===== config.mk =====
export PLATFORM = sky130hd
export DESIGN_NAME = marked_slot_counter
export DESIGN_NICKNAME = d
export VERILOG_FILES = /design/src/rtl/marked_slot_counter.sv
export SDC_FILE = /design/constraint.sdc
export NUM_CORES = 1
export LEC_CHECK = 0
export BUFFER_PORTS_ARGS = -buffer_cell sky130_fd_sc_hd__buf_2
export CAP_MARGIN = 0
export CELL_PAD_IN_SITES_DETAIL_PLACEMENT = 1
export CELL_PAD_IN_SITES_GLOBAL_PLACEMENT = 2
export CORE_ASPECT_RATIO = 0.75
export CORE_UTILIZATION = 42
export CTS_BUF_LIST = sky130_fd_sc_hd__clkbuf_2 sky130_fd_sc_hd__clkbuf_4 sky130_fd_sc_hd__clkbuf_8
export CTS_CLUSTER_SIZE = 16
export DETAILED_ROUTE_END_ITERATION = 10
export PLACE_DENSITY = 0.95
export SLEW_MARGIN = 30
export SYNTH_ARGS = -nofsm -noshare
export SYNTH_HDL_FRONTEND = slang
export SYNTH_SLANG_ARGS = --single-unit

===== constraint.sdc =====
create_clock -name clk -period 6.52 [get_ports clk]
set_input_delay 0.326 -clock clk [delete_from_list [all_inputs] [get_ports clk]]
set_output_delay 0.326 -clock clk [all_outputs]
set_load 0.02 [all_outputs]

===== src/rtl/marked_slot_counter.sv =====
module marked_slot_counter #(
  parameter int SLOTS = 16,
  localparam int CW = $clog2(SLOTS)
) (
  input  logic             clk,
  input  logic             rst,
  input  logic             advance,
  input  logic [SLOTS-1:0] mask,
  output logic [CW-1:0]    count,
  output logic             any_marked
);

  logic [CW-1:0] nxt;

  // Scan slots count+1 .. count+SLOTS (mod SLOTS); the first marked one wins.
  // count+SLOTS folds back to count itself, so the own slot is tried last.
  always_comb begin
    logic          hit;
    logic [CW-1:0] idx;
    nxt = '0;
    hit = 1'b0;
    for (int k = 1; k <= SLOTS; k++) begin
      idx = count + CW'(k);
      if (!hit && mask[idx]) begin
        nxt = idx;
        hit = 1'b1;
      end
    end
  end

  assign any_marked = |mask;

  always_ff @(posedge clk) begin
    if (rst)          count <= '0;
    else if (advance) count <= nxt;
  end

  p_hold_r2: assert property (@(posedge clk) disable iff (rst)
    !advance |=> $stable(count));

  p_lands_marked_r3: assert property (@(posedge clk) disable iff (rst)
    (advance && any_marked) |=> ((($past(mask) >> count) & SLOTS'(1)) != '0));

  p_self_only_r5: assert property (@(posedge clk) disable iff (rst)
    (advance && mask == (SLOTS'(1) << count)) |=> $stable(count));

  p_empty_zero_r6: assert property (@(posedge clk) disable iff (rst)
    (advance && !any_marked) |=> (count == '0));

endmodule


## Yosys cells after proc, flatten, opt, wreduce, memory -nomap -nowiden

Cells that the tools add are included.

| word-level totals | value |
|---|---|
| word-level logic and storage cells | 127 |
| output and inout port bits | 5 |
| flip-flop bits (word level) | 4 |
| input bits | 19 |

| cells by class | value |
|---|---|
| bitwise operators | 1 |
| muxes and demuxes | 62 |
| magnitude comparators | 16 |
| add/subtract/negate cells | 15 |
| reductions and logical operators | 32 |

Operators by type and width:

| operator | count |
|---|---|
| $lt 4x5->1 const B | 16 |
| $bmux 1 s4 | 16 |
| $mux 4 | 15 |
| $add 4x4->4 const B | 8 |
| $mux 1 | 31 |
| $add 4x3->4 const B | 4 |
| $reduce_or 16->1 | 1 |
| $logic_and 1x1->1 | 15 |
| $logic_not 1->1 | 15 |
| $add 4x2->4 const B | 2 |
| $add 4x1->4 const B | 1 |
| $reduce_and 2->1 | 1 |
| $not 1->1 | 1 |

## Logic depth before layout (Yosys ltp)

| logic depth | value |
|---|---|
| depth after elaboration | 50 |
| depth in mapped cells | 14 |
| depth with buffers taken out | 11 |

## Worst setup path before layout

Ideal clock, no wire load.

| timing path | value |
|---|---|
| kind | reg-to-reg |
| start point | register count[2] |
| end point | register count[1] |
| buffers on the path | 3 |
| stages on the path, launching flop included | 14 |
| period minus slack after synthesis | 4.139 ns |
| arrival | 4.048 ns |
| data required time | 6.429 ns |
| library setup time | 0.091 ns |
| path slack | 2.381 ns |
| path through | dfxtp_1 > buf_4 > buf_1 > inv_1 > ha_1 > buf_2 > mux4_2 > mux2_2 > mux2i_4 > nand4_2 > or4_4 > o311a_4 > mux2i_1 > a311oi_1 |

| between the ends | value |
|---|---|
| longest elaborated chain between the ends | 50 |
| elaborated cells between the ends (all ways) | 109 |
| classes of those cells | add/sub (15); mux (62); bitwise (1); reduce/logical (31) |

Ends and longest elaborated chain:

| what | RTL line | RTL |
|---|---|---|
| start: declaration | 9 | `output logic [CW-1:0] count,` |
| start signal: assignment | 35 | `else if (advance) count <= nxt;` |
| $add 4x1->4 | 23 | `idx = count + CW'(k);` |
| $bmux 1 s4 | 24 | `if (!hit && mask[idx]) begin` |
| $mux 1 (not written as such) | 24 |  |
| $mux 1 | 24 |  |
| $logic_not 1->1 | 24 |  |
| $logic_and 1x1->1 | 24 |  |
| $mux 1 | 24 |  |
| $logic_not 1->1 | 24 |  |
| [34 not listed] | -- |  |
| $mux 1 | 24 |  |
| $logic_not 1->1 | 24 |  |
| $logic_and 1x1->1 | 24 |  |
| $mux 1 | 24 |  |
| $logic_not 1->1 | 24 |  |
| $logic_and 1x1->1 | 24 |  |
| $not 1->1 (no source line) | -- |  |
| $reduce_and 2->1 (no source line) | -- |  |

Parallel ways exist; a longest one is shown, timed or not. The select of a mux whose other input is x is not followed.
A chain may end at the register's enable or synchronous reset.

## Worst setup path after layout

| timing path | value |
|---|---|
| start point | register count[0] |
| end point | register count[1] |

Same word-level chain as after synthesis.

==> results.md <==
* Hold WC Path Type: in2reg
* Multi-input logic area at 0.00230 mm²
* Share of cells above drive strength 1 at 0.250
* Final setup viols at 0
* Unrepaired setup endpoints after global routing: false
* Via/cell ratio at roughly 7.0
* Total Wirelength at 9040 µm
* Asr flop ratio synth at 0
* Syn avg cell area at between 8 and 9 µm²
* First-pass GRT wire length at 14400 µm
* TritonCTS clock tree: built
* Setup crit start kind: register
* Fin crit share at 0.778
* Clock root buffer: clkbuf_8
* # H-tree levels at 1
* Achievable Freq at 197 MHz
* Ys Warns at 0
* Post-synthesis net count at around 300
* Largest net degree at the start of global routing at 43
* Crit Path Class: reg2reg
* Final Hold Slack at between 300 and 400 ps
* Slew @ Worst Pin at 964 ps
* Area delta synth->final at 7.88%
* Sequential area share after synthesis at 0.0321
* HP Start: rst
* Register bit total from synthesis at 4
* WP data arrival at 5200 ps
* Via count at 2590
* Crit path capture type: register
* Layout Nets at 325
* Vias in the first global route at 2572
* Worst-Skew Late Latency at 230 ps
* N_diodes at 0
* Netlist Area Pre-Place at between 0.002 and 0.0025 mm²
* Max reg flops at 4
* Post-CTS setup buffers at 0
* RR Startpoint: count[0]
* Horiz. Die Dim at 91.0 µm
* DP HPWL at about 7200 µm
* Die area at 0.00625 mm²
* Drt first pass iters at 5
* Remaining Overflow, GRT at 0
* Max-slew violation count at 0
* Biggest regs: count x4
* Total track usage at 0.306
* Post-synthesis simple-gate area fraction at 0.189
* CORE AREA at approximately 0.0055 mm²
* Status: finished, final reports clean
* Req. time, crit path at approximately 6700 ps
* WHS Endpoint: count[3]
* CTS sink cnt at 4
* Synth top area share at 0.154
* Prevailing post-synth register cell: dfxtp_1
* WL/cell at 24.4 µm
* Reg area at 80.1 µm²
* Synth unique cells at 75
* Compound-Gate Fraction of Synth Area at 0.230
* Max-Cap Viols at 0
* Hold-fix buffers, CTS at 0
* 1st-iter DRT viols at 305
* Initial antenna violation count at 0
* Register-to-Register Path Depth at 12
* Clock buffer depth at 2
* Reg2reg end: count[1]
* Crit path launch: count[0]
* Port bufs at 23
* Synth Area in XOR/XNOR at 0.0622
* Rows at 23
* Number of CTS-inserted buffers at 3
* Clock-pin slew on the worst setup and hold paths at 40 ps
* Multiplexer share of the synthesized area at 0.398
* Relative slew slack at 0.358
* Largest cells by area after synthesis: mux4_2 (15%), mux2i_1 (14%), ha_1 (4.0%)
* Hold Path Depth at 2
* Clk_skew at 4.80 ps
* DR DRC count at 0
* Boundary pin count at 24
* Effective utilization at floorplan at 0.451
* Register-to-register setup slack at 1450 ps
* CP max FO at 42
* Post_cts resized at 0
* Post-route ant nets at 0
* Min Tclk post-route at 5070 ps
* Die H at 68.7 µm
* Layout fillers at 691
* Largest register by flop count: count
* Largest family of logic cells by synthesized area: multiplexers
* Fin. Hold Viols at 0
* GP Congestion at 0.960
* Post-synth EDFFs at 0
* Setup TNS at 0 ps
* Synthesized-area fraction occupied by adder cells at 0.0402
* Synthesized netlist cell count at 281
* Dominant cell type by area after synthesis: mux4_2
## cells by family after synthesis
group | Yosys count
AOI/OAI and AO/OA | 74
xor gates and xnor gates | 13
adders and majority gates | 8
buffers and inverters | 24
DFF | 4
muxes | 69
and+or+nand+nor | 89
## how the worst max path moves through the flow
stage / end / cells after the start / slack (ps)
global placement: count[1] / 12 / 1680
global route: count[1] / 12 / 1260
CTS: count[1] / 12 / 1580
finish: count[1] / 12 / 1450
detailed placement: count[1] / 12 / 1610
floorplan: count[1] / 13 / 2380
## worst max-delay path, stage by stage (launching register included)
cell      delay, ps
dfxtp_1         300
buf_4           410
inv_2           210
ha_1            980
mux2i_1         440
mux4_2          350
or2_0           380
nand4_2         260
nor4_1          600
a41oi_1         390
o311a_4         260
mux2i_1         120
a311oi_1        250
## per-layer routing
| layer | global-route usage | part of all wire | vias to the layer above |
|---|---|---|---|
| li1 | - | - | 1161 |
| met1 | 0.425 | 0.46 | 1285 |
| met2 | 0.503 | 0.43 | 136 |
| met3 | 0.0581 | 0.098 | 8 |
| met4 | 0.0556 | 0.0091 | 0 |
| met5 | 0 | 0 | - |
## cells in the final DEF, fill, tap and decap left out, drive strengths merged, types with 5 or more instances in the layout
cell type	count
a22oi	5
ha	8
inv	10
a211oi	5
o211ai	7
o2111ai	5
mux2	12
buf	26
nor2	14
mux2i	38
mux4	19
xnor2	10
o21ai	10
nor4	7
nand3	18
a21oi	13
nand2	23
## cell usage after synthesis (3+ instances only)
| cell | number |
|---|---|
| o211ai_1 | 6 |
| buf_4 | 4 |
| o21ai_0 | 7 |
| o21ai_1 | 3 |
| xnor2_1 | 8 |
| nand4_1 | 3 |
| nor2_1 | 14 |
| mux2i_1 | 36 |
| buf_2 | 6 |
| and2_1 | 3 |
| a22oi_1 | 5 |
| nand3_1 | 18 |
| nand2b_1 | 4 |
| mux4_2 | 17 |
| nor4_1 | 6 |
| dfxtp_1 | 4 |
| ha_1 | 8 |
| nand2_1 | 23 |
| o2111ai_1 | 4 |
| a211oi_1 | 4 |
| inv_1 | 8 |
| mux2_4 | 4 |
| mux2_2 | 6 |
| a21oi_1 | 13 |
## layout make-up
type	instances	share of cell area
repair buffers	26	0.0512
flip-flops and latches	4	0.0298
well taps	75	0.0349
clock buffers	3	0.0154
multi-input cells	253	0.855
inverters	10	0.0140
## stage by stage
stage | instance area (µm²) | util | std cells | setup slack [ps]
after floorplan | 2490 | - | 281 | 2380
after global placement | 2640 | 0.478 | 368 | 1680
after detailed placement | 2640 | 0.478 | 368 | 1610
after CTS | 2680 | 0.486 | 371 | 1580
after global routing | 2690 | 0.487 | 371 | 1260
final | 2690 | 0.487 | 371 | 1450
Power is left out: the tool's default activity adds up to more than one toggle a clock period on the data nets, which glitch-free logic cannot reach.
